==> config.mk <==
export PLATFORM = sky130hd
export DESIGN_NAME = cpuio_front
export DESIGN_NICKNAME = d
export VERILOG_FILES = /design/src/rtl/cpuio_pkg.sv /design/src/rtl/cpuio_port_regs.sv /design/src/rtl/cpuio_intr.sv /design/src/rtl/cpuio_boot.sv /design/src/rtl/cpuio_front.sv
export SDC_FILE = /design/constraint.sdc
export NUM_CORES = 1
export LEC_CHECK = 0
export BUFFER_PORTS_ARGS = -buffer_cell sky130_fd_sc_hd__buf_2
export CORE_MARGIN = 3
export CORE_UTILIZATION = 35
export DETAILED_ROUTE_END_ITERATION = 8
export GPL_ROUTABILITY_DRIVEN = 0
export PLACE_DENSITY = 0.67
export SKIP_LAST_GASP = 1
export SLEW_MARGIN = 10
export SYNTH_ARGS = -nofsm -noshare
export SYNTH_HDL_FRONTEND = slang
export SYNTH_SLANG_ARGS = --single-unit
==> constraint.sdc <==
create_clock -name clk -period 1.6 [get_ports clk]
set_input_delay 0.08 -clock clk [delete_from_list [all_inputs] [get_ports clk]]
set_output_delay 0.08 -clock clk [all_outputs]
set_load 0.02 [all_outputs]
==> src/rtl/cpuio_pkg.sv <==
package cpuio_pkg;
  typedef enum logic [1:0] {
    PH_WAIT,
    PH_VLO,
    PH_VHI,
    PH_RUN
  } boot_ph_e;
endpackage

==> src/rtl/cpuio_port_regs.sv <==
module cpuio_port_regs #(
  parameter int DW = 8
) (
  input  logic          clk,
  input  logic          rst,
  input  logic          wr_dir,
  input  logic          wr_lat,
  input  logic [DW-1:0] wdata,
  input  logic [DW-1:0] pin,
  output logic [DW-1:0] dir_q,
  output logic [DW-1:0] lat_q,
  output logic [DW-1:0] pout,
  output logic [DW-1:0] rd_lat
);
  always_ff @(posedge clk) begin
    if (rst) begin
      dir_q <= '1;
      lat_q <= '1;
    end else begin
      if (wr_dir) dir_q <= wdata;
      if (wr_lat) lat_q <= wdata;
    end
  end

  // Undriven pins float high; driven pins follow the latch.
  for (genvar i = 0; i < DW; i++) begin : g_pin
    assign pout[i] = dir_q[i] ? lat_q[i] : 1'b1;
  end

  assign rd_lat = pin | ~dir_q;
endmodule

==> src/rtl/cpuio_intr.sv <==
module cpuio_intr (
  input  logic clk,
  input  logic rst,
  input  logic irq_n,
  input  logic nmi_n,
  input  logic step,
  output logic irq,
  output logic nmi
);
  logic nmi_prev_q;
  logic nmi_edge;

  assign nmi_edge = nmi_prev_q & ~nmi_n;

  always_ff @(posedge clk) begin
    if (rst) begin
      irq        <= 1'b0;
      nmi        <= 1'b0;
      nmi_prev_q <= 1'b1;
    end else begin
      irq        <= ~irq_n;
      nmi_prev_q <= nmi_n;
      if (nmi_edge)  nmi <= 1'b1;
      else if (step) nmi <= 1'b0;
    end
  end
endmodule

==> src/rtl/cpuio_boot.sv <==
module cpuio_boot
  import cpuio_pkg::*;
#(
  parameter int             AW     = 16,
  parameter int             DW     = 8,
  parameter int             DELAY  = 6,
  parameter logic [AW-1:0]  VEC_LO = 16'hFFFC
) (
  input  logic          clk,
  input  logic          rst,
  input  logic [DW-1:0] sys_rdata,
  output boot_ph_e      phase,
  output logic [AW-1:0] boot_addr,
  output logic [AW-1:0] pc_val
);
  localparam int CW = $clog2(DELAY + 1);

  logic [CW-1:0] cnt_q;
  logic          done_q;
  logic [DW-1:0] lo_q;

  always_comb begin
    if (done_q)                 phase = PH_RUN;
    else if (cnt_q == CW'(1))   phase = PH_VLO;
    else if (cnt_q == CW'(0))   phase = PH_VHI;
    else                        phase = PH_WAIT;
  end

  always_ff @(posedge clk) begin
    if (rst) begin
      cnt_q  <= CW'(DELAY);
      done_q <= 1'b0;
      lo_q   <= '0;
    end else if (!done_q) begin
      if (cnt_q != CW'(0)) cnt_q <= cnt_q - CW'(1);
      else                 done_q <= 1'b1;
      if (phase == PH_VLO) lo_q <= sys_rdata;
    end
  end

  assign boot_addr = (phase == PH_VHI) ? VEC_LO + AW'(1) : VEC_LO;
  assign pc_val    = AW'({sys_rdata, lo_q});
endmodule

==> src/rtl/cpuio_front.sv <==
module cpuio_front
  import cpuio_pkg::*;
#(
  parameter int            AW         = 16,
  parameter int            DW         = 8,
  parameter logic [AW-1:0] DIR_ADDR   = 16'h0000,
  parameter logic [AW-1:0] LAT_ADDR   = 16'h0001,
  parameter int            BOOT_DELAY = 6,
  parameter logic [AW-1:0] VEC_LO     = 16'hFFFC
) (
  input  logic          clk,
  input  logic          rst,
  input  logic [AW-1:0] core_addr,
  input  logic [DW-1:0] core_wdata,
  input  logic          core_rd,
  input  logic          core_wr,
  output logic [DW-1:0] core_rdata,
  output logic          core_step,
  output logic          core_rdy,
  output logic          core_irq,
  output logic          core_nmi,
  output logic          core_pc_load,
  output logic [AW-1:0] core_pc_val,
  output logic [AW-1:0] sys_addr,
  output logic [DW-1:0] sys_wdata,
  input  logic [DW-1:0] sys_rdata,
  output logic          sys_rd,
  output logic          sys_wr,
  input  logic [DW-1:0] port_in,
  output logic [DW-1:0] port_out,
  output logic          ctl_loram,
  output logic          ctl_hiram,
  output logic          ctl_charen,
  input  logic          aec,
  input  logic          ba,
  input  logic          irq_n,
  input  logic          nmi_n
);
  localparam int LORAM_BIT  = 0;
  localparam int HIRAM_BIT  = 1;
  localparam int CHAREN_BIT = 2;

  boot_ph_e      phase;
  logic [AW-1:0] boot_addr;
  logic [DW-1:0] dir_q;
  logic [DW-1:0] lat_q;
  logic [DW-1:0] rd_lat;
  logic          hit_dir;
  logic          hit_lat;
  logic          hit_local;
  logic          boot_rd;

  assign hit_dir   = (core_addr == DIR_ADDR);
  assign hit_lat   = (core_addr == LAT_ADDR);
  assign hit_local = hit_dir | hit_lat;

  assign core_step    = aec & (phase == PH_RUN);
  assign core_rdy     = ba;
  assign boot_rd      = (phase == PH_VLO) | (phase == PH_VHI);
  assign core_pc_load = (phase == PH_VHI);

  assign sys_addr  = boot_rd ? boot_addr : core_addr;
  assign sys_wdata = core_wdata;
  assign sys_rd    = boot_rd | (core_step & core_rd & ~hit_local);
  assign sys_wr    = core_step & core_wr & ~hit_local;

  always_comb begin
    if (hit_dir)      core_rdata = dir_q;
    else if (hit_lat) core_rdata = rd_lat;
    else              core_rdata = sys_rdata;
  end

  cpuio_port_regs #(.DW(DW)) u_regs (
    .clk    (clk),
    .rst    (rst),
    .wr_dir (core_step & core_wr & hit_dir),
    .wr_lat (core_step & core_wr & hit_lat),
    .wdata  (core_wdata),
    .pin    (port_in),
    .dir_q  (dir_q),
    .lat_q  (lat_q),
    .pout   (port_out),
    .rd_lat (rd_lat)
  );

  assign ctl_loram  = port_out[LORAM_BIT];
  assign ctl_hiram  = port_out[HIRAM_BIT];
  assign ctl_charen = port_out[CHAREN_BIT];

  cpuio_intr u_intr (
    .clk   (clk),
    .rst   (rst),
    .irq_n (irq_n),
    .nmi_n (nmi_n),
    .step  (core_step),
    .irq   (core_irq),
    .nmi   (core_nmi)
  );

  cpuio_boot #(
    .AW     (AW),
    .DW     (DW),
    .DELAY  (BOOT_DELAY),
    .VEC_LO (VEC_LO)
  ) u_boot (
    .clk       (clk),
    .rst       (rst),
    .sys_rdata (sys_rdata),
    .phase     (phase),
    .boot_addr (boot_addr),
    .pc_val    (core_pc_val)
  );
endmodule

==> flow_metrics.py, run 1 <==
metrics = {
    "yosys": {
        "synth_area_mm2": 0.001807,
        "synth_common_cells": "36 x nor2_1, 31 x dfxtp_1, 25 x mux2i_1",
        "synth_nets": 266,
        "synth_warnings": 0,
        "synth_edf_count": 0,
        "synth_area_leader_cell": "dfxtp_1",
        "async_reset_ff_frac": 0,
        "ys.flop_type": "dfxtp_1",
        "synthCells": 214,
        "seq_area_frac_synth": 0.3435,
        "synth_top_cell_area_share": 0.3435,
        "yosysMostFrequentCell": "nor2_1",
        "synth_seq_cells": 31,
        "synth_cell_type_count": 29,
        "yosys-top-cells-area": "dfxtp_1 34%, mux2i_1 14%, buf_4 8.3%",
        "avgSynthCellArea_um2": 8.443,
    },
    "sta": {
        "fin_skew_ns": 0.003703,
        "report.final.hold_viol_count": 0,
        "slew_headroom": 0.5440,
        "rsz0062_at_grt": "true",
        "worst_slack_ns": -0.2617,
        "hold_slack_ns": 0.07373,
        "finalCritPeriodShare": 1.164,
        "fmax_ghz": 0.5371,
        "setup_viol_count_final": 17,
        "slew_viol_final": 0,
        "worst_pin_slew_ns": 0.6840,
        "min_period_ns": 1.862,
    },
    "global_route": {
        "grt_pass1_vias": 1724,
        "grt_pass1_wl_mm": 7.817,
        "grt_use_total": 0.1613,
        "antenna_found_initial": 0,
        "grt_start_max_net_pins": 40,
        "overflow": 0,
    },
    "clock_network": {
        "cts_made_buffers": 5,
        "cts-root-buf": "clkbuf_8",
        "cts_tree": "yes",
        "clkTransAtPathRegs_ns": 0.06,
        "clockBufferDepth": 2,
        "cts_sinks": 31,
        "insertion_delay_ns": 0.28,
        "htreeDepth": 2,
    },
    "routing": {
        "avgRoutedWirePerCell_um": 12.68,
        "vias": 1779,
        "wl_met2_mm": 2.385,
        "routed_wl_mm": 4.933,
        "maxUsedRoutingLayer": "met4",
        "drc": 0,
        "first_pass_iters": 4,
        "antenna_left": 0,
        "drt-vias-per-instance": 4.573,
        "drtIter0Drc": 57,
        "dr_wl_met3_um": 486,
        "wl_met1_mm": 1.999,
    },
    "pwr": {
        "ir_worst_vdd_mv": 0.4883,
        "p_per_area_mw_per_mm2": 977.0,
        "p_leak_nw": 1.326,
    },
    "floorplan": {
        "fp-row-count": 25,
        "die_w_um": 77.85,
        "start_util": 0.3726,
        "die_h_um": 77.85,
        "design.core.area_mm2": 0.004848,
        "num_io_pins": 114,
        "die_area_mm2": 0.006060,
    },
    "worst_setup_path": {
        "criticalPathCategory": "flop to output pin",
        "r2r_slack_ns": 0.09,
        "critPathLaunchType": "flop",
        "cp_max_fo": 16,
        "required_ns": 1.52,
        "cp-end-kind": "output pin",
        "arrival_ns": 1.78,
    },
    "place": {
        "placed_cell_area_mm2": 0.002386,
        "place_ws_ns": -0.07952,
        "io_buffer_count": 111,
        "dp_hpwl_mm": 3.844,
    },
    "cells_and_area": {
        "syn_to_final_growth_pct": 42.45,
        "drive_gt1_frac": 0.4845,
        "n_fill_cell": 473,
        "final_area_mm2": 0.002574,
        "n_antenna_cell": 0,
        "nets": 374,
    },
    "run_status": {
        "violations": "setup timing",
        "status": "complete, but fails checks",
    },
    "worst_hold_path": {
        "hp-class": "input pin to flop",
    },
    "flow_run": {
        "maxCapViolCount": 0,
    },
}
through the flow:
step	util	std cells	setup TNS [ns]	power [mW]
final	0.5308	389	-3.180	2.515
after floorplan	-	214	-0.01917	1.429
after global placement	0.4921	377	-0.08249	1.782
after CTS	0.5277	388	-3.389	2.515
after global routing	0.5308	389	-4.277	2.665
after detailed placement	0.4921	377	-0.1301	1.796
registers in the layout, indices dropped and copies added (netlist names):
name / flops
u_intr.irq: 1
u_boot.cnt_q: 3
u_boot.lo_q: 8
u_intr.nmi_prev_q: 1
u_regs.dir_q: 8
u_boot.done_q: 1
u_intr.nmi: 1
u_regs.lat_q: 8
power by group:
group | internal, mW | switching, mW | leakage, nW
clock | 0.337 | 0.272 | 0.0470
sequential | 0.820 | 0.0356 | 0.253
combinational | 0.489 | 0.561 | 1.03
metal layers:
metal | GRT usage | up-vias
met5 | 0 | -
met4 | 0.06406 | 0
met3 | 0.04640 | 6
met2 | 0.2808 | 84
li1 | - | 900
met1 | 0.1838 | 789
layout make-up:
class	instances	area, um^2	share of cell area
multi-input cells	148	1020	0.3962
flip-flops and latches	31	626.9	0.2436
clock buffers	6	82.58	0.03209
repair buffers	131	732.0	0.2844
clock inverters	1	5.005	0.001945
inverters	5	23.77	0.009237
well taps	67	83.83	0.03257
kinds of logic (layout without fill, tap and decap cells):
| family | after synthesis | after routing | synth area share |
|---|---|---|---|
| AND/OR/NAND/NOR | 96 | 96 | 0.2943 |
| buffers and inverters | 35 | 143 | 0.1226 |
| flip-flops | 31 | 31 | 0.3435 |
| multiplexers | 26 | 26 | 0.1447 |
| AO/OA/AOI/OAI | 21 | 21 | 0.06233 |
| adder cells (fa/ha/maj) | 4 | 4 | 0.02770 |
| XOR/XNOR | 1 | 1 | 0.004849 |
final timing paths:
path                                 from                            to  cells past startpoint
max          u_boot.cnt_q[0]$_SDFFE_PP0P_                   sys_addr[1]                      7
min                         core_wdata[7]  u_regs.dir_q[7]$_SDFFE_PP1P_                      3
max reg2reg  u_boot.cnt_q[1]$_SDFFE_PP1P_   u_boot.lo_q[2]$_SDFFE_PP0P_                      8
min reg2reg   u_boot.lo_q[5]$_SDFFE_PP0P_   u_boot.lo_q[5]$_SDFFE_PP0P_                      2
layout by cell type (no fill, tap or decap), drive strengths merged:
cell / netlist / routed
nor2b: 2 / 2
nor4: 3 / 3
ha: 4 / 4
mux2i: 25 / 25
nand2: 12 / 12
or2: 2 / 2
nor3: 3 / 3
clkbuf: 8 / 6
inv: 5 / 5
a211o: 1 / 1
and2: 1 / 1
xnor2: 1 / 1
nand3: 2 / 2
a31o: 1 / 1
nand2b: 24 / 24
dfxtp: 31 / 31
nand4: 1 / 1
or3: 2 / 2
o21ai: 16 / 16
nand3b: 8 / 8
nor2: 36 / 36
clkinv: 0 / 1
mux2: 1 / 1
a21oi: 3 / 3
buf: 22 / 129
dlygate4sd3: 0 / 2
repair_timing:
item                                   in CTS  in global routing
pin swaps                                   4                  1
resized for setup                          15                  3
hold buffers                                2                  0
buffers inserted                            2                  1
setup endpoints to repair                  17                 19
endpoints found under the hold margin       2                  0
worst max-delay path, cell delays in order, from the launching register on:
cell and delay [ns]:
dfxtp_4 0.38, inv_4 0.04, ha_4 0.15, a31o_4 0.23, ha_4 0.25, buf_12 0.14, and2_2 0.16, buf_4 0.15
(Power assumes the default switching activity.)
==> inputs of run 2 (changes only) <==
- PLACE_DENSITY: 0.67 -> 0.64
- SYNTH_HIERARCHICAL: unset -> 1
==> flow_metrics.py, run 2 <==
metrics = {
    "run_status": {
        "status": "complete, but fails checks",
        "violations": "setup timing",
    },
    "yosys": {
        "synth_cell_type_count": 35,
        "synth_seq_cells": 31,
        "synth_area_mm2": 0.002152,
        "synthCells": 228,
        "synth_edf_count": 0,
        "synth_top_cell_area_share": 0.2884,
        "seq_area_frac_synth": 0.2884,
        "synth_warnings": 6,
        "yosysMostFrequentCell": "buf_4",
        "yosys-top-cells-area": "dfxtp_1 29%, mux2_2 13%, buf_4 13%",
        "synth_common_cells": "36 x buf_4, 31 x dfxtp_1, 25 x mux2_2",
        "ys.flop_type": "dfxtp_1",
        "synth_area_leader_cell": "dfxtp_1",
        "async_reset_ff_frac": 0,
        "avgSynthCellArea_um2": 9.439,
    },
    "floorplan": {
        "start_util": 0.3769,
        "fp-row-count": 27,
        "die_area_mm2": 0.007126,
        "die_h_um": 84.42,
        "num_io_pins": 114,
        "design.core.area_mm2": 0.005709,
        "die_w_um": 84.42,
    },
    "cells_and_area": {
        "seq_area_um2": 625.6,
        "reg_top3": "u_boot/lo_q: 8 flops, u_regs/dir_q: 8 flops, u_regs/lat_q: 8 flops",
        "multiInputGateArea_mm2": 0.001420,
        "n_antenna_cell": 0,
        "n_fill_cell": 503,
        "syn_to_final_growth_pct": 52.38,
        "final_cells": 422,
        "drive_gt1_frac": 0.6171,
        "final_common_cell": "buf_2",
        "final_area_mm2": 0.003279,
        "nets": 402,
        "layout_common_cells": "92 x buf_2, 29 x dfxtp_1, 25 x buf_6",
    },
    "routing": {
        "routed_wl_mm": 5.891,
        "drt-vias-per-instance": 4.479,
        "drtIter0Drc": 55,
        "antenna_left": 0,
        "first_pass_iters": 5,
        "avgRoutedWirePerCell_um": 13.96,
        "vias": 1890,
        "drc": 0,
    },
    "clock_network": {
        "cts_tree": "yes",
        "clockBufferDepth": 2,
        "clkTransAtPathRegs_ns": 0.07,
        "cts_made_buffers": 5,
        "cts_sinks": 31,
        "cts-root-buf": "clkbuf_8",
        "htreeDepth": 2,
        "insertion_delay_ns": 0.27,
    },
    "worst_hold_path": {
        "hold_end": "u_regs/lat_q[7]$_SDFFE_PP1P_",
        "holdPathStages": 2,
        "hp-class": "input pin to flop",
        "holdCritStartpoint": "core_wdata[7]",
    },
    "sta": {
        "rsz0062_at_grt": "true",
        "setup_viol_count_final": 37,
        "report.final.hold_viol_count": 0,
        "finalCritPeriodShare": 1.413,
        "worst_pin_slew_ns": 0.5989,
        "slew_viol_final": 0,
        "worst_slack_ns": -0.6614,
        "hold_slack_ns": 0.04702,
        "fmax_ghz": 0.4422,
        "slew_headroom": 0.6007,
        "min_period_ns": 2.261,
        "fin_skew_ns": 0.005604,
    },
    "place": {
        "placed_cell_area_mm2": 0.002854,
        "placed_cells": 400,
        "place_ws_ns": -0.6175,
        "io_buffer_count": 111,
        "dp_hpwl_mm": 4.256,
    },
    "worst_setup_path": {
        "worstReg2RegStart": "u_boot/cnt_q[1]$_SDFFE_PP1P_",
        "arrival_ns": 2.18,
        "cp_max_fo": 6,
        "reg2regPathDepth": 12,
        "rr_endpoint": "u_regs/dir_q[2]$_SDFFE_PP1P_",
        "cp-end-kind": "output pin",
        "required_ns": 1.52,
        "r2r_slack_ns": -0.66,
        "critPathLaunchType": "flop",
        "criticalPathCategory": "flop to output pin",
    },
    "pwr": {
        "ir_worst_vdd_mv": 0.4197,
        "p_per_area_mw_per_mm2": 859.5,
        "p_leak_nw": 1.545,
    },
    "global_route": {
        "grt_use_total": 0.1613,
        "grt_pass1_vias": 1915,
        "antenna_found_initial": 0,
        "grt_pass1_wl_mm": 9.349,
        "grt_start_max_net_pins": 34,
        "overflow": 0,
    },
    "flow_run": {
        "maxCapViolCount": 0,
    },
}
==> run 2: cell count changes in the layout (fill, tap and decap cells not counted), sizes merged, moves of 14 or more <==
| cell | delta |
|---|---|
| conb | +15 |
| a211o | +16 |
| mux2i | -24 |
| o21ai | -15 |
| buf | +14 |
| nor2 | -30 |
| mux2 | +32 |
==> run 2: where the power goes <==
group	internal (mW)	switching, mW
clock network	0.393	0.283
registers	0.811	0.0342
logic	0.714	0.584
total	1.92	0.901
==> run 2: final cells by class <==
| cell class | instances | share of cell area |
|---|---|---|
| Multi-Input combinational cell | 160 | 0.4330 |
| Inverter | 5 | 0.007249 |
| Sequential cell | 31 | 0.1908 |
| Tap cell | 72 | 0.02747 |
| Timing Repair Buffer | 146 | 0.3110 |
| Clock buffer | 8 | 0.03052 |
==> run 2: per-stage QoR <==
stage                       util  TNS (ns)  power [mW]
after floorplan                -    -12.10       1.610
after global placement    0.4999    -14.51       1.859
after detailed placement  0.4999    -15.73       1.872
after CTS                 0.5514    -20.22       2.668
after global routing      0.5744    -23.21       2.989
final                     0.5744    -20.12       2.819
==> run 2: kinds of logic (layout without fill, tap and decap cells) <==
kind of cell	Yosys count	count (layout)	share of synthesized area
and+or+nand+nor	77	77	0.2134
buffers and inverters	50	159	0.1692
muxes	34	34	0.1913
DFF	31	31	0.2884
AOI/OAI and AO/OA	29	29	0.1052
adders and majority gates	5	5	0.02907
other	2	15	0.003490
==> run 2: what timing repair did <==
| item | in CTS | in global routing |
|---|---|---|
| pin swaps | 3 | 5 |
| resized for setup | 32 | 27 |
| setup buffers | 7 | 6 |
| gates cloned | 1 | 1 |
| setup endpoints to repair | 37 | 46 |
| hold buffers | 2 | 0 |
| endpoints found under the hold margin | 2 | 0 |
==> run 2: worst max-delay path by stage <==
stage | startpoint | endpoint | cells past startpoint
after floorplan | u_boot/cnt_q[1]$_SDFFE_PP1P_ | u_regs/lat_q[2]$_SDFFE_PP1P_ | 11
after global placement | u_boot/cnt_q[1]$_SDFFE_PP1P_ | u_regs/lat_q[1]$_SDFFE_PP1P_ | 11
after detailed placement | u_boot/cnt_q[1]$_SDFFE_PP1P_ | u_regs/dir_q[1]$_SDFFE_PP1P_ | 12
after CTS | u_boot/cnt_q[0]$_SDFFE_PP0P_ | sys_addr[0] | 8
after global routing | u_boot/cnt_q[1]$_SDFFE_PP1P_ | u_regs/dir_q[2]$_SDFFE_PP1P_ | 12
final | u_boot/cnt_q[0]$_SDFFE_PP0P_ | sys_addr[15] | 8
==> run 2: critical path: stages, from the launching register on <==
cell       delay [ns]
dfxtp_4          0.38
inv_4            0.04
ha_4             0.15
nor3b_4          0.14
or2_4            0.27
ha_4             0.32
clkbuf_16        0.16
mux2_4           0.30
buf_6            0.13
==> run 2: metal layers <==
layer,GRT usage,part of all wire,vias up
met1,0.1924,0.41,878
met4,0.03741,0.0044,0
met5,0,0,-
met3,0.04024,0.054,2
met2,0.2905,0.53,44
li1,-,-,966
